$ cat src/rtl/mrc_pkg.sv
package mrc_pkg;
   typedef enum logic [0:0] {
      MRC_RUN  = 1'b0,
      MRC_KILL = 1'b1
   } mrc_phase_e;
endpackage

$ cat src/rtl/mrc_compare.sv
module mrc_compare #(
   parameter int DST_W    = 4,
   parameter int ID_W     = 4,
   parameter bit CHECK_ID = 1'b1
) (
   input  logic [DST_W-1:0] hdr_dst,
   input  logic [ID_W-1:0]  hdr_rid,
   input  logic [DST_W-1:0] cir_dst,
   input  logic [ID_W-1:0]  cir_rid,
   output logic             same
);
   logic dst_eq;
   assign dst_eq = (hdr_dst == cir_dst);

   generate
      if (CHECK_ID) begin : g_both
         assign same = dst_eq & (hdr_rid == cir_rid);
      end else begin : g_dst_only
         logic [ID_W-1:0] unused_rid;
         assign unused_rid = hdr_rid ^ cir_rid;
         assign same = dst_eq;
      end
   endgenerate
endmodule

$ cat src/rtl/mrc_ctrl.sv
module mrc_ctrl
   import mrc_pkg::*;
#(
   parameter int DST_W = 4,
   parameter int ID_W  = 4
) (
   input  logic             clk,
   input  logic             rst_n,
   input  logic             hv,
   input  logic             is_hdr,
   input  logic             is_tail,
   input  logic             cv,
   input  logic             same,
   input  logic             up_remove,
   input  logic [DST_W-1:0] cir_dst,
   input  logic [ID_W-1:0]  cir_rid,
   output logic             fwd,
   output logic             rm_out,
   output logic [DST_W-1:0] rm_dst,
   output logic [ID_W-1:0]  rm_rid,
   output logic             release_o,
   output logic             ign_o
);
   mrc_phase_e phase_q, phase_d;
   logic ign_q, ign_d;
   logic open_q, open_d;
   logic hdr_ok, body_ok, mis, up_take, early, killing;

   assign killing  = (phase_q == MRC_KILL);
   assign hdr_ok   = hv & cv & is_hdr & same & ~killing;
   assign body_ok  = hv & cv & ~is_hdr & open_q & ~killing;
   assign fwd      = hdr_ok | body_ok;
   assign mis      = hv & cv & is_hdr & ~same & ~killing;
   assign up_take  = up_remove & ~ign_q;
   assign early    = mis & ~up_take;
   assign release_o = killing | up_take;
   assign rm_out   = killing;
   assign ign_o    = ign_q;

   always_comb begin
      phase_d = early ? MRC_KILL : MRC_RUN;
      if (killing)        ign_d = ~up_take;
      else if (up_remove) ign_d = 1'b0;
      else                ign_d = ign_q;
      if (release_o)      open_d = 1'b0;
      else if (fwd)       open_d = ~is_tail;
      else                open_d = open_q;
   end

   always_ff @(posedge clk) begin
      if (!rst_n) begin
         phase_q <= MRC_RUN;
         ign_q   <= 1'b0;
         open_q  <= 1'b0;
         rm_dst  <= '0;
         rm_rid  <= '0;
      end else begin
         phase_q <= phase_d;
         ign_q   <= ign_d;
         open_q  <= open_d;
         if (early) begin
            rm_dst <= cir_dst;
            rm_rid <= cir_rid;
         end
      end
   end
endmodule

$ cat src/rtl/misroute_check_port.sv
module misroute_check_port #(
   parameter int FLIT_W   = 16,
   parameter int DST_W    = 4,
   parameter int ID_W     = 4,
   parameter int DST_LSB  = 0,
   parameter int ID_LSB   = 4,
   parameter bit CHECK_ID = 1'b1
) (
   input  logic              clk,
   input  logic              rst_n,
   input  logic              head_valid,
   input  logic              head_is_hdr,
   input  logic              head_is_tail,
   input  logic [FLIT_W-1:0] head_flit,
   input  logic              circ_valid,
   input  logic [DST_W-1:0]  circ_dst,
   input  logic [ID_W-1:0]   circ_rid,
   input  logic              up_remove,
   output logic              fwd_valid,
   output logic [FLIT_W-1:0] fwd_flit,
   output logic              deq,
   output logic              rm_valid,
   output logic [DST_W-1:0]  rm_dst,
   output logic [ID_W-1:0]   rm_rid,
   output logic              circ_release
);
   localparam int DST_MSB = DST_LSB + DST_W - 1;
   localparam int ID_MSB  = ID_LSB + ID_W - 1;

   generate
      if (DST_W < 1 || ID_W < 1) begin : g_bad_w
         $error("tag widths must be positive");
      end
      if (DST_MSB >= FLIT_W || ID_MSB >= FLIT_W) begin : g_bad_fit
         $error("tag fields must fit in the flit");
      end
      if (!(DST_MSB < ID_LSB || ID_MSB < DST_LSB)) begin : g_bad_ovl
         $error("tag fields must not overlap");
      end
   endgenerate

   logic [DST_W-1:0] hdr_dst;
   logic [ID_W-1:0]  hdr_rid;
   logic             same;
   logic             ign_pend;

   assign hdr_dst  = head_flit[DST_MSB:DST_LSB];
   assign hdr_rid  = head_flit[ID_MSB:ID_LSB];
   assign fwd_flit = head_flit;
   assign deq      = fwd_valid;

   mrc_compare #(.DST_W(DST_W), .ID_W(ID_W), .CHECK_ID(CHECK_ID)) u_cmp (
      .hdr_dst (hdr_dst),
      .hdr_rid (hdr_rid),
      .cir_dst (circ_dst),
      .cir_rid (circ_rid),
      .same    (same)
   );

   mrc_ctrl #(.DST_W(DST_W), .ID_W(ID_W)) u_ctrl (
      .clk       (clk),
      .rst_n     (rst_n),
      .hv        (head_valid),
      .is_hdr    (head_is_hdr),
      .is_tail   (head_is_tail),
      .cv        (circ_valid),
      .same      (same),
      .up_remove (up_remove),
      .cir_dst   (circ_dst),
      .cir_rid   (circ_rid),
      .fwd       (fwd_valid),
      .rm_out    (rm_valid),
      .rm_dst    (rm_dst),
      .rm_rid    (rm_rid),
      .release_o (circ_release),
      .ign_o     (ign_pend)
   );
endmodule

$ cat config.mk
export PLATFORM = sky130hd
export DESIGN_NAME = misroute_check_port
export DESIGN_NICKNAME = d
export VERILOG_FILES = /design/src/rtl/mrc_pkg.sv /design/src/rtl/mrc_compare.sv /design/src/rtl/mrc_ctrl.sv /design/src/rtl/misroute_check_port.sv
export SDC_FILE = /design/constraint.sdc
export NUM_CORES = 1
export LEC_CHECK = 0
export BUFFER_PORTS_ARGS = -buffer_cell sky130_fd_sc_hd__buf_2
export CAP_MARGIN = 20
export CORE_MARGIN = 4
export CORE_UTILIZATION = 28
export CTS_CLUSTER_DIAMETER = 150
export DETAILED_ROUTE_END_ITERATION = 8
export SYNTH_ARGS = -nofsm -noshare
export SYNTH_HDL_FRONTEND = slang
export SYNTH_SLANG_ARGS = --single-unit
$ cat constraint.sdc
create_clock -name clk -period 1.7 [get_ports clk]
set_input_delay 0.255 -clock clk [delete_from_list [all_inputs] [get_ports clk]]
set_output_delay 0.255 -clock clk [all_outputs]
set_load 0.02 [all_outputs]
==> qor.csv, run 1 <==
metric;value;unit
Crit Path Class;in -> out;
DIE WIDTH;59.70;microns
cell mode on critical path;buf_4;
CTS buffer count;3;
core area;0.002522;sq mm
DRT iter0 DRCs;20;
crit path capture type;output port;
Avg WL per Cell;11.14;microns
P&R area growth vs syn;30.77;%
Switching Share;0.3014;
startpoint types;input port;
Slew HR;0.6133;
Comb pwr share;0.254;
Yosys reg bits;11;
fin crit share;0.9661;
Clock power frac;0.301;
post-synthesis cell count;86;
Residual DRC;0;
share of layout cells above drive strength 1;0.4874;
Via density;4.309;
initial antenna violation count;0;
GP Congestion;0.6837;
Routed WL;1.660;mm
ant diodes;0;
io pins;59;
Pleak;0.0004613;uW
Post-Syn Nets;117;
Final setup violation count;0;
Routed Antenna Nets;0;
Worst Skew;0.002837;ns
Net Switching;179.1;uW
H-tree levels;1;
Starting Density;0.2966;
Root Driver;clkbuf_4;
Int Pwr;415.1;uW
CP max stage delay;0.37;ns
most frequent cells in the layout;buf_2 (38), nand2_1 (18), dfxtp_1 (11);
mapped cell area;748.2;sq um
distinct cell type count of the synthesized netlist;21;
fin. max-slew vios;0;
RSZ-0062 raised after global routing;true;
vias in the first global route;608;
Worst Hold Margin;0.2468;ns
total congestion overflow;0;
1st-pass router iterations;3;
Worst Tran Pin Value;0.5781;ns
port bufs;42;
setup TNS;0;ns
CP cell instances;buf_4 > xor2_4 > nor4_4 > a31oi_1 > nor3_2 > buf_4;
final-report hold violation count;0;
YS warnings;0;
via count;642;
nets;151;
commonest non-fill, non-tap cell in the layout;buf_2;
Peak VDD IR;0.0002855;V
Avg Cell Area, Syn;8.700;sq um
dpl cells;143;
crit path max fanout;4;
Rows;18;
post-synthesis sequential area ratio;0.2943;
clock buffer depth;2;
first-pass GRT wire length;2.332;mm
Finished Layout Cells;149;
Reg power frac;0.446;
chip height;59.70;microns
status;completed;
gr usage total;0.08411;
Critical-path top delay cell;nor4_4;
crit path DAT;1.39;ns
Req. time, crit path;1.44;ns
Max Clock Freq;0.6089;GHz
dpl hpwl;1.299;mm
Hold/Removal Path Class;in -> reg;
maximum number of pins on one net before global-route repair;20;
Clock Latency Late Sink;0.27;ns
register clock-pin slew on the reported worst setup and hold paths;0.07;ns
Max-Cap Viols;0;
Power Dens Cells;607.3;mW/mm^2
CTS tree;built;
die area;0.003563;sq mm
CTS sink count;11;
Period minus WS final;1.642;ns
cells in the mapped netlist:
master | n | area [sq um]
a211oi_2 | 1 | 12.51
a21o_1 | 1 | 7.510
a31oi_1 | 2 | 12.51
and2_1 | 2 | 12.51
buf_4 | 17 | 127.6
buf_6 | 1 | 11.26
clkbuf_1 | 2 | 7.510
dfxtp_1 | 11 | 220.2
inv_1 | 3 | 11.26
maj3_1 | 1 | 10.01
mux2i_1 | 8 | 80.08
nand2_1 | 18 | 67.56
nand3_1 | 1 | 5.000
nand4_1 | 1 | 6.260
nor2b_1 | 2 | 12.51
nor3_1 | 2 | 10.01
nor3b_1 | 1 | 7.510
nor4_4 | 2 | 42.54
o31ai_1 | 1 | 7.510
or2_1 | 1 | 6.260
xor2_1 | 8 | 70.07
stage by stage:
step                        util  total power [uW]  setup WS, ns  area [sq um]
after floorplan                -             388.1     -0.002554         753.2
after global placement    0.3537             406.6      -0.04668         892.1
after detailed placement  0.3537             408.6       -0.1099         892.1
after CTS                 0.3646             591.0     -0.002840         919.6
after global routing      0.3879             626.8      -0.04625         978.4
final                     0.3879             594.2       0.05771         978.4
cells by family (layout without fill, tap and decap cells):
| kind of cell | count (synthesis) | after routing | share of synthesized area |
|---|---|---|---|
| xor gates and xnor gates | 8 | 8 | 0.09365 |
| and+or+nand+nor | 30 | 30 | 0.2274 |
| muxes | 8 | 8 | 0.1070 |
| buffers and inverters | 23 | 56 | 0.2107 |
| adders and majority gates | 1 | 1 | 0.01338 |
| DFF | 11 | 11 | 0.2943 |
| AOI/OAI and AO/OA | 5 | 5 | 0.05351 |
sequential cells by signal, summed over array words and instances (netlist names):
register and count:
u_ctrl.open_q 1, u_ctrl.rm_dst 4, u_ctrl.ign_o 1, u_ctrl.rm_out 1, u_ctrl.rm_rid 4
power by group through the flow:
stage	Combinational, uW	Clock [uW]	Sequential [uW]
floorplan	111	0	277
global placement	136	0	271
detailed placement	138	0	271
CTS	138	188	265
global route	163	198	265
finish	151	179	265
metal layers:
| layer | vias to the layer above | track usage | wire length (microns) |
|---|---|---|---|
| met1 | 285 | 0.08713 | 621 |
| met5 | - | 0 | 0 |
| met3 | 2 | 0.03240 | 202 |
| met4 | 0 | 0.04747 | 2 |
| met2 | 23 | 0.1435 | 833 |
| li1 | 332 | - | - |
path summary, 6_finish.rpt:
check / cells after the start / from / end / slack (ns)
max: 6 / head_flit[2] / fwd_valid / 0.06
min reg2reg: 2 / u_ctrl.rm_dst[0] / u_ctrl.rm_dst[0] / 0.46
max reg2reg: 4 / u_ctrl.ign_o / u_ctrl.rm_dst[2] / 0.19
min: 3 / circ_dst[3] / u_ctrl.rm_dst[3] / 0.25
what timing repair did:
action | CTS | global route
gates resized for setup | 0 | 9
endpoints found under the setup margin | 1 | 11
buffers inserted | 0 | 2
hold buffers | 0 | 0
pin swaps | 0 | 2
layout make-up:
| cell class | count | area, sq um |
|---|---|---|
| inverter | 3 | 11.26 |
| sequential | 11 | 220.2 |
| fill | 277 | 1544 |
| tap | 30 | 37.54 |
| clock buffer | 3 | 22.52 |
| timing repair buffer | 49 | 280.3 |
| clock inverter | 1 | 5.005 |
| multi-input combinational | 52 | 401.6 |
critical path: cells and delay by family:
kind,cells,cell delay [ns]
AOI/OAI and AO/OA,1,0.16
xor gates and xnor gates,1,0.15
and+or+nand+nor,2,0.52
buffers and inverters,2,0.30
Power figures use the tool's default switching activity.
==> run 2, diff against run 1 <==
==> constraint.sdc (replaced) <==
create_clock -name clk -period 1.7 [get_ports clk]
set_input_delay 0.17 -clock clk [delete_from_list [all_inputs] [get_ports clk]]
set_output_delay 0.17 -clock clk [all_outputs]
set_load 0.02 [all_outputs]
==> run 2 against run 1 <==
  * Clock power about the same
  * Wire length fell by 5.2%
  * Sequential share of layout area up 2.0 points
  * Die area stayed put
  * Critical path type unchanged
  * Largest power group unchanged
  * Highest routed layer unchanged
==> qor.csv, run 2 (synthesized netlist as in run 1, its figures left out) <==
metric;value;unit;change
uppermost layer routed;met4;;
Pleak;0.0004236;uW;-8.2%
ant diodes;0;;unchanged
Crit Path Class;in -> out;;
worst setup margin;0.1511;ns;+0.09341 ns
RSZ-0062 raised after global routing;false;;
register clock-pin slew on the reported worst setup and hold paths;0.08;ns;about the same
Starting Density;0.2966;;unchanged
fin crit share;0.9111;;-0.05494
GP Congestion;0.6619;;-3.2%
initial antenna violation count;0;;unchanged
io pins;59;;unchanged
worst path buffer plus inverter count;2;;unchanged
crit path DAT;1.38;ns;about the same
Avg WL per Cell;11.00;microns;-1.3%
dpl hpwl;1.307;mm;+0.59%
Overall Power;576.5;uW;-3.0%
Max-Cap Viols;0;;unchanged
CP cell instances;buf_2 > xor2_1 > nor4_4 > a31oi_1 > nor3_2 > buf_2;;
Rows;18;;unchanged
Residual DRC;0;;unchanged
crit path max fanout;4;;unchanged
Top Family by Delay on Critical Path;simple AND/OR/NAND/NOR gates;;
CTS buffer count;3;;unchanged
status;completed;;
Clock Latency Late Sink;0.27;ns;about the same
DIE WIDTH;59.70;microns;unchanged
port bufs;42;;unchanged
CTS tree;built;;
wl on met1;565;microns;-9.0%
WL met2;798;microns;-4.2%
storage element area;220.2;sq um;unchanged
final-report hold violation count;0;;unchanged
crit path capture type;output port;;
Crit path depth;6;;unchanged
core area;0.002522;sq mm;unchanged
Peak VDD IR;0.0003237;V;+13%
dpl ws;-0.05095;ns;+0.05896 ns
Hold Buf Count CTS;0;;unchanged
Worst Hold Margin;0.1594;ns;-0.08737 ns
first-pass GRT wire length;2.415;mm;+3.6%
gr usage total;0.08966;;+0.005550
Critical-path top delay cell;nor4_4;;
Max Clock Freq;0.6456;GHz;+6.0%
biggest regs;u_ctrl.rm_dst x4, u_ctrl.rm_rid x4;;
Reg2Reg Capture Point;u_ctrl.rm_rid[1];;
maximum number of pins on one net before global-route repair;20;;unchanged
Post-CTS Setup Inserts;0;;unchanged
1st-pass router iterations;4;;+1
Worst R2R Path Depth;4;;unchanged
H-tree levels;1;;unchanged
Period minus WS final;1.549;ns;-0.09341 ns
Worst Tran Pin Value;0.5800;ns;+0.001842 ns
Req. time, crit path;1.53;ns;+0.09 ns
Post-CTS Resized;1;;+1
clock buffer depth;2;;unchanged
commonest non-fill, non-tap cell in the layout;buf_2;;
total congestion overflow;0;;unchanged
CTS sink count;11;;unchanged
DRT iter0 DRCs;17;;-15%
share of layout cells above drive strength 1;0.4513;;-0.03607
# fillers;277;;unchanged
Multi-input gate area;382.9;sq um;-4.7%
cell mode on critical path;buf_2;;
Routed WL;1.573;mm;-5.2%
Routed Antenna Nets;0;;unchanged
Worst Skew;0.004580;ns;+0.001743 ns
Hold/Removal Path Class;in -> reg;;
Final setup violation count;0;;unchanged
chip height;59.70;microns;unchanged
min-delay src;circ_dst[3];;
via count;610;;-5.0%
most frequent cells in the layout;buf_2 (42), nand2_1 (18), dfxtp_1 (11);;
Slew HR;0.6121;;-0.001232
Via density;4.266;;-1.0%
flop2flop setup slack;0.19;ns;about the same
CP max stage delay;0.43;ns;+0.06 ns
nets;145;;-4.0%
worst reg2reg startpoint;u_ctrl.ign_o;;
die area;0.003563;sq mm;unchanged
critical path capture point;deq;;
Root Driver;clkbuf_4;;
vias in the first global route;591;;-2.8%
Power Dens Cells;642.7;mW/mm^2;+5.8%
fin. max-slew vios;0;;unchanged
P&R area growth vs syn;19.90;%;
startpoint types;input port;;
CP Launch Point;circ_rid[3];;
metal3 WL;194;microns;-4.0%
[run 2: cell count changes in the layout (fill, tap and decap cells not counted), sizes merged]
cell | before | now
buf | 49 | 43
[run 2: tightest hold or removal path, delay by kind of cell]
family                 cells  cell delay (ns)
buffers and inverters      1             0.11
AND/OR/NAND/NOR            1             0.05
multiplexers               1             0.05
[run 2: layout make-up]
class | instances | share of cell area
Clock buffer | 3 | 0.02510
Clock inverter | 1 | 0.005579
Inverter | 3 | 0.01255
Multi-Input combinational cell | 52 | 0.4268
Sequential cell | 11 | 0.2455
Tap cell | 30 | 0.04184
Timing Repair Buffer | 43 | 0.2427
[run 2: worst min path at each step]
| stage | slack, ns | depth (start not counted) | end |
|---|---|---|---|
| floorplan | 0.31 | 2 | u_ctrl.rm_dst[0] |
| global placement | 0.34 | 0 | fwd_flit[14] |
| detailed placement | 0.34 | 0 | fwd_flit[14] |
| CTS | 0.16 | 3 | u_ctrl.rm_dst[3] |
| global route | 0.17 | 3 | u_ctrl.rm_rid[2] |
| finish | 0.16 | 3 | u_ctrl.rm_dst[3] |
[run 2: power by group]
| part | internal, uW | total (uW) | switching, uW | leakage [uW] |
|---|---|---|---|---|
| Clock | 87.0 | 180 | 93.4 | 0.0000177 |
| Combinational | 51.9 | 132 | 79.6 | 0.000317 |
| Sequential | 262 | 265 | 2.41 | 0.0000889 |
[run 2: stage by stage]
stage	TNS [ns]	area [sq um]	std cells	utilization
floorplan	0	753.2	86	-
global placement	0	862.1	139	0.3418
detailed placement	-0.1550	862.1	139	0.3418
CTS	0	897.1	143	0.3557
global route	0	897.1	143	0.3557
finish	0	897.1	143	0.3557
[run 2: routing by layer]
metal | up-vias | track usage
li1 | 316 | -
met1 | 267 | 0.09699
met2 | 23 | 0.1543
met3 | 4 | 0.02376
met4 | 0 | 0.05380
met5 | - | 0
==> run 3, diff against run 2 <==
--- a/config.mk
+++ b/config.mk
@@ -11,6 +11,7 @@
 export CORE_UTILIZATION = 28
 export CTS_CLUSTER_DIAMETER = 150
 export DETAILED_ROUTE_END_ITERATION = 8
+export SKIP_CTS_REPAIR_TIMING = 1
 export SYNTH_ARGS = -nofsm -noshare
 export SYNTH_HDL_FRONTEND = slang
 export SYNTH_SLANG_ARGS = --single-unit
==> constraint.sdc (replaced) <==
create_clock -name clk -period 2 [get_ports clk]
set_input_delay 0.2 -clock clk [delete_from_list [all_inputs] [get_ports clk]]
set_output_delay 0.2 -clock clk [all_outputs]
set_load 0.02 [all_outputs]
==> run 3 against run 2 <==
  * Clock skew decreased by 0.0029 ns
  * Cell area shrank 2.4%
  * Sequential share of layout area increased by 0.60 points
  * Clock power fell by 19%
  * Die area did not move
  * Flip-flop and latch count did not move
  * Sequential power shrank 15%
  * Critical path depth fell by 3
  * Total power shrank 17%
  * First-iteration DRC count up 24%
  * Global-route usage down 0.14 points
==> qor.csv, run 3 (synthesized netlist as in run 1, its figures left out) <==
metric;value;unit;change
Peak VDD IR;0.0002865;V;-11%
Int Pwr;343.5;uW;-14%
crit path DAT;1.88;ns;+0.50 ns
metal3 WL;182;microns;-6.2%
uppermost layer routed;met4;;
Pleak;0.0004139;uW;-2.3%
io pins;59;;unchanged
Placed Area;849.6;sq um;-1.5%
fin. max-slew vios;0;;unchanged
Cells on Worst Hold Path;3;;unchanged
Slew HR;0.4394;;-0.1727
Worst Skew;0.001658;ns;-0.002922 ns
Worst Hold Margin;0.2023;ns;+0.04291 ns
Comb pwr share;0.228;;about the same
initial antenna violation count;0;;unchanged
Routed Antenna Nets;0;;unchanged
Worst Tran Pin Value;0.8394;ns;+0.2594 ns
Max-Cap Viols;0;;unchanged
storage element area;220.2;sq um;unchanged
Reg power frac;0.469;;+0.010
WL met2;808;microns;+1.3%
Routed WL;1.608;mm;+2.2%
Net Switching;137.4;uW;-22%
die area;0.003563;sq mm;unchanged
startpoint types;flop;;
Via density;4.394;;+3.0%
min-delay src;circ_rid[0];;
Root Driver;clkbuf_4;;
Multi-input gate area;370.4;sq um;-3.3%
crit path max fanout;9;;+5
RSZ-0062 raised after global routing;false;;
Max Clock Freq;0.5920;GHz;
Residual DRC;0;;unchanged
vias in the first global route;583;;-1.4%
total congestion overflow;0;;unchanged
Rows;18;;unchanged
ant diodes;0;;unchanged
dpl hpwl;1.338;mm;+2.4%
CTS sink count;11;;unchanged
wl on met1;604;microns;+6.9%
worst setup margin;0.3109;ns;+0.1598 ns
1st-pass router iterations;4;;unchanged
Starting Density;0.2966;;unchanged
Avg WL per Cell;11.32;microns;+2.9%
Crit Path Class;reg -> reg;;
CTS tree;built;;
hold endpoint;u_ctrl.rm_rid[0];;
crit path capture type;flop;;
setup TNS;0;ns;unchanged
CTS buffer count;3;;unchanged
Clock power frac;0.303;;-0.010
DRT iter0 DRCs;21;;+4
H-tree levels;1;;unchanged
maximum number of pins on one net before global-route repair;20;;unchanged
nets;144;;-0.69%
port bufs;42;;unchanged
Worst R2R Path Depth;3;;-1
register clock-pin slew on the reported worst setup and hold paths;0.06;ns;-0.02 ns
share of layout cells above drive strength 1;0.4286;;-0.02276
clock buffer depth;2;;unchanged
Period minus WS final;1.689;ns;
P&R area growth vs syn;17.06;%;
Final setup violation count;0;;unchanged
final-report hold violation count;0;;unchanged
gr usage total;0.08825;;-0.001410
dpl ws;0.2237;ns;+0.2747 ns
Non-Filler Cell Area, Final;875.8;sq um;-2.4%
flop2flop setup slack;0.31;ns;+0.12 ns
commonest non-fill, non-tap cell in the layout;buf_2;;
worst reg2reg startpoint;u_ctrl.rm_out;;
GP Congestion;0.6718;;+1.5%
Req. time, crit path;2.19;ns;+0.66 ns
first-pass GRT wire length;2.380;mm;-1.4%
Reg2Reg Capture Point;u_ctrl.rm_dst[3];;
Hold/Removal Path Class;in -> reg;;
most frequent cells in the layout;buf_2 (42), nand2_1 (18), dfxtp_1 (11);;
status;completed;;
DIE WIDTH;59.70;microns;unchanged
core area;0.002522;sq mm;unchanged
fin crit share;0.8445;;
# fillers;272;;-1.8%
Power Dens Cells;549.1;mW/mm^2;-15%
Clock Latency Late Sink;0.26;ns;about the same
chip height;59.70;microns;unchanged
Switching Share;0.2858;;-0.01854
via count;624;;+2.3%
Overall Power;480.9;uW;-17%
biggest regs;u_ctrl.rm_dst x4, u_ctrl.rm_rid x4;;
run 3: changes by cell type in the layout (fill, tap and decap cells not counted):
cell	before	now
nor3_1	1	2
a211oi_2	0	1
clkbuf_1	0	1
buf_4	1	0
a211oi_4	1	0
nor3_2	1	0
clkinv_2	1	0
run 3: per-stage QoR:
stage	instances	utilization
floorplan	86	-
global placement	138	0.3368
detailed placement	138	0.3368
CTS	142	0.3472
global route	142	0.3472
finish	142	0.3472
run 3: worst max path at each step:
| stage | slack [ns] | end | cells past startpoint | startpoint |
|---|---|---|---|---|
| final | 0.31 | u_ctrl.rm_dst[3] | 3 | u_ctrl.rm_out |
| after global routing | 0.18 | u_ctrl.rm_rid[0] | 4 | u_ctrl.ign_o |
| after CTS | 0.30 | u_ctrl.rm_rid[3] | 4 | u_ctrl.ign_o |
| after detailed placement | 0.22 | u_ctrl.rm_rid[3] | 5 | circ_rid[2] |
| after global placement | 0.31 | u_ctrl.rm_dst[2] | 5 | up_remove |
| after floorplan | 0.19 | fwd_valid | 5 | circ_rid[3] |
run 3: power by group through the flow:
stage | combinational [uW] | sequential (uW) | clock [uW]
final | 110 | 226 | 146
after global routing | 120 | 226 | 159
after CTS | 112 | 226 | 149
after detailed placement | 111 | 231 | 0
after global placement | 109 | 231 | 0
after floorplan | 94.6 | 235 | 0
run 3: per-layer routing:
metal / global-route usage / vias to the layer above
met5: 0 / -
li1: - / 316
met1: 0.09150 / 285
met2: 0.1528 / 21
met4: 0.05063 / 0
met3: 0.03024 / 2
run 3: cell type report:
type | count | area share
Clock buffer | 4 | 0.03000
Inverter | 3 | 0.01286
Multi-Input combinational cell | 52 | 0.4229
Sequential cell | 11 | 0.2514
Tap cell | 30 | 0.04286
Timing Repair Buffer | 42 | 0.2400
run 3: critical path: stages, from the launching register on:
cell and delay, ns:
dfxtp_1 0.37, or2_1 0.27, a211oi_2 0.72, mux2i_1 0.26
